--- src/rtl/lms_pkg.sv ---
package lms_pkg;
  localparam int LINE_W = 8;
  localparam int MODE_W = 8;

  typedef enum logic [2:0] {
    SVC_TTX  = 3'd0,
    SVC_CC   = 3'd1,
    SVC_WSS  = 3'd2,
    SVC_VITC = 3'd3,
    SVC_VPS  = 3'd4,
    SVC_USR1 = 3'd5,
    SVC_USR2 = 3'd6,
    SVC_NONE = 3'd7
  } svc_e;

  typedef struct packed {
    logic       filt;
    logic       fifo;
    logic       errrej;
    logic       edc;
    logic       fld2;
    logic [2:0] svc;
  } mode_s;

  localparam logic [MODE_W-1:0] MODE_EMPTY = 8'hFF;
endpackage

--- src/rtl/lms_cfg.sv ---
module lms_cfg
  import lms_pkg::*;
#(
  parameter int N_ENTRY = 9,
  parameter int ADDR_W  = 5
) (
  input  logic                                clk,
  input  logic                                rst_n,
  input  logic                                we,
  input  logic [ADDR_W-1:0]                   addr,
  input  logic [7:0]                          wdata,
  output logic [N_ENTRY-1:0][LINE_W-1:0]      ent_line,
  output mode_s [N_ENTRY-1:0]                 ent_mode,
  output logic                                ff_en,
  output mode_s                               ff_mode
);
  localparam logic [ADDR_W-1:0] OFS_FFMODE = ADDR_W'(2 * N_ENTRY);
  localparam logic [ADDR_W-1:0] OFS_FFEN   = ADDR_W'(2 * N_ENTRY + 1);

  for (genvar k = 0; k < N_ENTRY; k++) begin : g_ent
    localparam logic [ADDR_W-1:0] OFS_LINE = ADDR_W'(2 * k);
    localparam logic [ADDR_W-1:0] OFS_MODE = ADDR_W'(2 * k + 1);

    always_ff @(posedge clk or negedge rst_n) begin
      if (!rst_n) begin
        ent_line[k] <= '0;
        ent_mode[k] <= mode_s'(MODE_EMPTY);
      end else if (we) begin
        if (addr == OFS_LINE) ent_line[k] <= wdata;
        if (addr == OFS_MODE) ent_mode[k] <= mode_s'(wdata);
      end
    end
  end

  always_ff @(posedge clk or negedge rst_n) begin
    if (!rst_n) begin
      ff_en   <= 1'b0;
      ff_mode <= mode_s'(MODE_EMPTY);
    end else if (we) begin
      if (addr == OFS_FFMODE) ff_mode <= mode_s'(wdata);
      if (addr == OFS_FFEN)   ff_en   <= wdata[0];
    end
  end
endmodule

--- src/rtl/lms_match.sv ---
module lms_match
  import lms_pkg::*;
#(
  parameter int N_ENTRY = 9
) (
  input  logic [N_ENTRY-1:0][LINE_W-1:0] ent_line,
  input  mode_s [N_ENTRY-1:0]            ent_mode,
  input  logic                           ff_en,
  input  mode_s                          ff_mode,
  input  logic [LINE_W-1:0]              line_num,
  input  logic                           field_id,
  input  logic                           in_vbi,
  output mode_s                          next_mode,
  output logic                           tbl_hit
);
  logic [N_ENTRY-1:0] hit_vec;
  mode_s              win_mode;

  for (genvar k = 0; k < N_ENTRY; k++) begin : g_cmp
    assign hit_vec[k] = in_vbi
                      && (ent_mode[k] != mode_s'(MODE_EMPTY))
                      && (ent_line[k] == line_num)
                      && (ent_mode[k].fld2 == field_id);
  end

  // Scan from the top so the lowest matching index is the last to assign.
  always_comb begin
    win_mode = mode_s'(MODE_EMPTY);
    for (int k = N_ENTRY - 1; k >= 0; k--) begin
      if (hit_vec[k]) win_mode = ent_mode[k];
    end
  end

  assign tbl_hit   = |hit_vec;
  assign next_mode = tbl_hit ? win_mode
                   : (ff_en ? ff_mode : mode_s'(MODE_EMPTY));
endmodule

--- src/rtl/lms_out.sv ---
module lms_out
  import lms_pkg::*;
(
  input  logic        clk,
  input  logic        rst_n,
  input  logic        line_start,
  input  mode_s       next_mode,
  input  logic        tbl_hit,
  input  logic        in_vbi,
  input  logic        ff_en,
  output logic [7:0]  mode_q,
  output logic [2:0]  svc_code,
  output logic        filt_en,
  output logic        fifo_route,
  output logic        err_reject,
  output logic        edc_en,
  output logic        slice_valid
);
  mode_s held;

  always_ff @(posedge clk or negedge rst_n) begin
    if (!rst_n)          held <= mode_s'(MODE_EMPTY);
    else if (line_start) held <= next_mode;
  end

  logic is_ttx;
  assign is_ttx      = (held.svc == SVC_TTX);
  assign mode_q      = held;
  assign svc_code    = held.svc;
  assign slice_valid = (held != mode_s'(MODE_EMPTY)) && (held.svc != SVC_NONE);
  assign filt_en     = slice_valid && held.filt;
  assign err_reject  = slice_valid && held.errrej;
  assign fifo_route  = slice_valid && (held.fifo || is_ttx);
  assign edc_en      = slice_valid && held.edc && is_ttx;

  // held mode only moves on a line strobe
  a_r7_hold: assert property (@(posedge clk) disable iff (!rst_n)
    !line_start |=> $stable(mode_q));

  // a table hit never yields the empty mode
  a_r3_hit_not_empty: assert property (@(posedge clk) disable iff (!rst_n)
    (line_start && tbl_hit) |=> (mode_q != 8'hFF));

  // outside blanking with no fallback, nothing is sliced
  a_r6_outside_empty: assert property (@(posedge clk) disable iff (!rst_n)
    (line_start && !in_vbi && !ff_en) |=> (mode_q == 8'hFF));

  // slice-valid never accompanies an empty or reserved mode
  a_r11_valid_mode: assert property (@(posedge clk) disable iff (!rst_n)
    slice_valid |-> (mode_q != 8'hFF && mode_q[2:0] != 3'b111));

  // teletext always goes to the FIFO
  a_r9_ttx_fifo: assert property (@(posedge clk) disable iff (!rst_n)
    (slice_valid && svc_code == 3'b000) |-> fifo_route);

  // correction only for a valid teletext line
  a_r10_edc_ttx: assert property (@(posedge clk) disable iff (!rst_n)
    edc_en |-> (slice_valid && svc_code == 3'b000));
endmodule

--- src/rtl/line_mode_sel.sv ---
module line_mode_sel
  import lms_pkg::*;
#(
  parameter  int N_ENTRY = 9,
  localparam int ADDR_W  = $clog2(2 * N_ENTRY + 2)
) (
  input  logic              clk,
  input  logic              rst_n,
  input  logic              cfg_we,
  input  logic [ADDR_W-1:0] cfg_addr,
  input  logic [7:0]        cfg_wdata,
  input  logic              line_start,
  input  logic [7:0]        line_num,
  input  logic              field_id,
  input  logic              in_vbi,
  output logic [7:0]        mode_q,
  output logic [2:0]        svc_code,
  output logic              filt_en,
  output logic              fifo_route,
  output logic              err_reject,
  output logic              edc_en,
  output logic              slice_valid
);
  logic [N_ENTRY-1:0][LINE_W-1:0] ent_line;
  mode_s [N_ENTRY-1:0]            ent_mode;
  logic                           ff_en;
  mode_s                          ff_mode;
  mode_s                          next_mode;
  logic                           tbl_hit;

  lms_cfg #(.N_ENTRY(N_ENTRY), .ADDR_W(ADDR_W)) u_cfg (
    .clk      (clk),
    .rst_n    (rst_n),
    .we       (cfg_we),
    .addr     (cfg_addr),
    .wdata    (cfg_wdata),
    .ent_line (ent_line),
    .ent_mode (ent_mode),
    .ff_en    (ff_en),
    .ff_mode  (ff_mode)
  );

  lms_match #(.N_ENTRY(N_ENTRY)) u_match (
    .ent_line  (ent_line),
    .ent_mode  (ent_mode),
    .ff_en     (ff_en),
    .ff_mode   (ff_mode),
    .line_num  (line_num),
    .field_id  (field_id),
    .in_vbi    (in_vbi),
    .next_mode (next_mode),
    .tbl_hit   (tbl_hit)
  );

  lms_out u_out (
    .clk         (clk),
    .rst_n       (rst_n),
    .line_start  (line_start),
    .next_mode   (next_mode),
    .tbl_hit     (tbl_hit),
    .in_vbi      (in_vbi),
    .ff_en       (ff_en),
    .mode_q      (mode_q),
    .svc_code    (svc_code),
    .filt_en     (filt_en),
    .fifo_route  (fifo_route),
    .err_reject  (err_reject),
    .edc_en      (edc_en),
    .slice_valid (slice_valid)
  );
endmodule

--- config.mk ---
export PLATFORM = sky130hd
export DESIGN_NAME = line_mode_sel
export DESIGN_NICKNAME = d
export VERILOG_FILES = /design/src/rtl/lms_pkg.sv /design/src/rtl/lms_cfg.sv /design/src/rtl/lms_match.sv /design/src/rtl/lms_out.sv /design/src/rtl/line_mode_sel.sv
export SDC_FILE = /design/constraint.sdc
export NUM_CORES = 1
export LEC_CHECK = 0
export ABC_AREA = 1
export BUFFER_PORTS_ARGS = -buffer_cell sky130_fd_sc_hd__buf_4
export CAP_MARGIN = 10
export CORE_ASPECT_RATIO = 0.6
export CORE_UTILIZATION = 67
export DETAILED_ROUTE_END_ITERATION = 7
export PLACE_DENSITY = 0.82
export SLEW_MARGIN = 20
export SYNTH_ARGS = -nofsm -noshare
export SYNTH_HDL_FRONTEND = slang
export SYNTH_SLANG_ARGS = --single-unit
--- constraint.sdc ---
create_clock -name clk -period 3.2 [get_ports clk]
set_input_delay 0.32 -clock clk [delete_from_list [all_inputs] [get_ports clk]]
set_output_delay 0.32 -clock clk [all_outputs]
set_load 0.02 [all_outputs]
==> flow_summary.yaml <==
run_status:
  status: "completed"
clock_tree:
  cts-root-buf: "clkbuf_16"
  cts_buffers: 17
  clk_pin_slew_ns: 0.07
  hold_buffers: 1
  cts.sinks: 161
  cts_setup_buffers: 0
  cts_tree: "yes"
  htreeDepth: 4
  post_cts_resize_count: 0
  clock_path_buffers: 2
  clk_latency_ns: 0.43
placement:
  dp_hpwl_mm: 16.43
  placed_cells: 1356
  numPortBuffers: 42
  gp_congestion: 0.9663
job:
  drv_cap: 0
timing:
  timing_worst_slew_pin_value_ns: 0.9138
  fin_setup_tns_ns: 0
  period_needed_ns: 2.487
  fin_crit_sh_pct: 77.73
  hold_ws_ns: 0.2196
  rsz0062_at_grt: "no"
  setup_viol: 0
  fmax_ghz: 0.4020
  clock-skew-final_ns: 0.007938
  final-max-slew-violation-count: 0
  slew_headroom_pct: 39.01
  finalHoldViolCount: 0
power_and_ir_drop:
  total_leakage_power_nw: 4.734
  peakVddDrop_v: 0.0004292
  power.density_nw_per_um2: 615.9
logic_synthesis:
  synth_edf_count: 0
  synth_seq_area_share_pct: 46.60
  yosys_warnings: 0
  synth.avg_cell_area_um2: 7.476
  synth_nets: 1215
  ys.flop_type: "dfstp_2"
  ys_types: 41
  synth-async-reset-ratio_pct: 100.0
  netlist_area_um2: 8881
  netlist_instances: 1188
  ys_ff_latch: 161
final_layout:
  synthToLayoutAreaGrowth_pct: 10.00
  drive_gt1_share_pct: 19.52
  num_antenna_cells: 0
  nFillCells: 1018
  instances_no_fill: 1389
  nNetsFinal: 1233
  fin_util_pct: 75.78
floorplanning:
  core_area_um2: 12890
  num_rows: 32
  die_w_um: 150.6
  fp.dieH_um: 91.18
  ios: 43
  initial_core_util_pct: 68.89
  dieArea_um2: 13730
worst_setup_path:
  cp_slowest_stage_delay_ns: 0.56
  critical-path-slowest-cell: "dfstp_2"
  worstPathArrival_ns: 2.85
  worstPathRequired_ns: 3.56
  path_cells: "nand3_1, nor3_1, o21ai_0, nand3_2, nand3_2, nor3_4, nand3_1, nand2_1, inv_1, a21oi_2"
  crit_type: "reg -> reg"
  cp_max_fo: 17
  cp-start-kind: "register"
  end_kind: "register"
worst_hold_path:
  hp-class: "in -> reg"
global_routing:
  gr-total-overflow: 0
  grt_usage_pct: 37.67
  grt_pass1_wl_mm: 39.05
  grt_max_degree: 84
  antenna_found_initial: 0
  grt_pass1_vias: 7225
detailed_routing:
  drt_iter0_drc: 862
  wire_per_inst_um: 17.57
  antenna_left: 0
  vias: 8026
  routed_wl_mm: 24.40
  drcViolationCount: 0
  vias_per_cell: 5.778
  firstDrtPassIters: 6
cell families after synthesis:
logic type,count (synthesis),share of synthesized area [%]
xor gates and xnor gates,24,2.367
DFF,161,46.60
buffers and inverters,197,9.101
and+or+nand+nor,597,29.33
AOI/OAI and AO/OA,209,12.60
final timing paths:
kind / startpoint / endpoint / slack [ns] / cells past startpoint
worst max register to register: u_cfg.ent_mode[31] / u_out.mode_q[6] / 0.71 / 10
worst max-delay path: u_cfg.ent_mode[31] / u_out.mode_q[6] / 0.71 / 10
min in group asynchronous: rst_n / u_cfg.ent_line[57] / 0.53 / 2
max in group asynchronous: rst_n / u_cfg.ent_mode[26] / 1.75 / 3
worst min register to register: u_cfg.ff_mode[1] / u_cfg.ff_mode[1] / 0.49 / 2
worst min-delay path: line_start / u_out.mode_q[5] / 0.22 / 3
final cells by class:
type	instances	area, um2	area share, %
Clock buffer	17	425.4	4.355
Clock inverter	15	143.9	1.473
Timing Repair Buffer	46	351.6	3.599
Inverter	150	563.0	5.763
Tap cell	170	212.7	2.177
Multi-Input combinational cell	830	3934	40.27
Sequential cell	161	4139	42.37
cells in the mapped netlist, types with 2 or more instances:
cell	n	area share [%]
o21ai_1	3	0.17
inv_1	131	5.5
nand2_2	3	0.21
buf_2	4	0.23
dfstp_2	88	26
xor2_1	13	1.3
nor3_1	7	0.39
clkbuf_1	31	1.3
inv_2	18	0.76
or2_0	2	0.14
nor2_2	5	0.35
nand2_1	416	18
buf_4	7	0.59
nand4_1	19	1.3
buf_6	5	0.63
o21ai_0	178	10
a21oi_1	6	0.34
o22ai_1	5	0.35
or2_1	4	0.28
nor2_4	4	0.51
o221ai_1	2	0.20
a21oi_2	8	0.79
nand3_4	2	0.39
a211oi_1	2	0.17
dfrtp_1	73	21
nor3_4	2	0.37
nor2_1	51	2.2
o2111ai_1	3	0.30
nand2_4	2	0.25
nand3_2	3	0.34
or2_2	22	1.5
nor4_1	2	0.14
xnor2_1	11	1.1
nand3_1	49	2.8
placed cells by master, fill, tap and decap left out, types with 2 or more instances in the layout:
cell	count
a211oi_1	2
a21oi_1	6
a21oi_2	8
buf_4	44
clkbuf_16	17
clkinv_4	2
dfrtp_1	73
dfstp_2	88
inv_1	131
inv_2	18
inv_6	6
inv_8	4
nand2_1	416
nand2_2	3
nand2_4	2
nand3_1	49
nand3_2	3
nand3_4	2
nand4_1	19
nor2_1	51
nor2_2	5
nor2_4	4
nor3_1	7
nor3_4	2
nor4_1	2
o2111ai_1	3
o21ai_0	178
o21ai_1	3
o221ai_1	2
o22ai_1	5
or2_0	2
or2_1	4
or2_2	22
xnor2_1	11
xor2_1	13
power breakdown:
part | internal (mW) | switching (mW) | total (mW)
sequential | 2.58 | 0.335 | 2.91
clock | 1.04 | 0.963 | 2.00
combinational | 0.429 | 0.677 | 1.11
flip-flops by register name, indices dropped and copies added, names as in the netlist:
name / count
u_cfg.ent_line: 72
u_cfg.ff_en: 1
u_out.svc_code: 3
u_out.mode_q: 5
u_cfg.ff_mode: 8
u_cfg.ent_mode: 72
stage by stage:
step	area [um2]	setup slack [ns]	power (mW)
6_report	9769	0.7127	6.017
5_1_grt	9769	0.5907	6.288
4_1_cts	9769	0.7863	5.982
3_5_place_dp	9190	0.7449	4.007
3_3_place_gp	9190	0.7946	3.962
2_1_floorplan	8881	1.365	3.602
metal layers:
metal	wire length [um]	share of wire, %	up-vias	GRT usage, %
met5	0	0	-	0
met4	329	1.3	0	7.833
met2	10160	42	448	52.19
met3	2666	11	32	8.342
li1	-	-	3782	-
met1	11250	46	3764	59.86
worst max-delay path, delay by kind of cell, from the launching register on:
kind | cells | cell delay, ns
flip-flops | 1 | 0.56
AO/OA/AOI/OAI | 2 | 0.30
AND/OR/NAND/NOR | 7 | 1.52
buffers and inverters | 1 | 0.05
(Power assumes the default switching activity.)
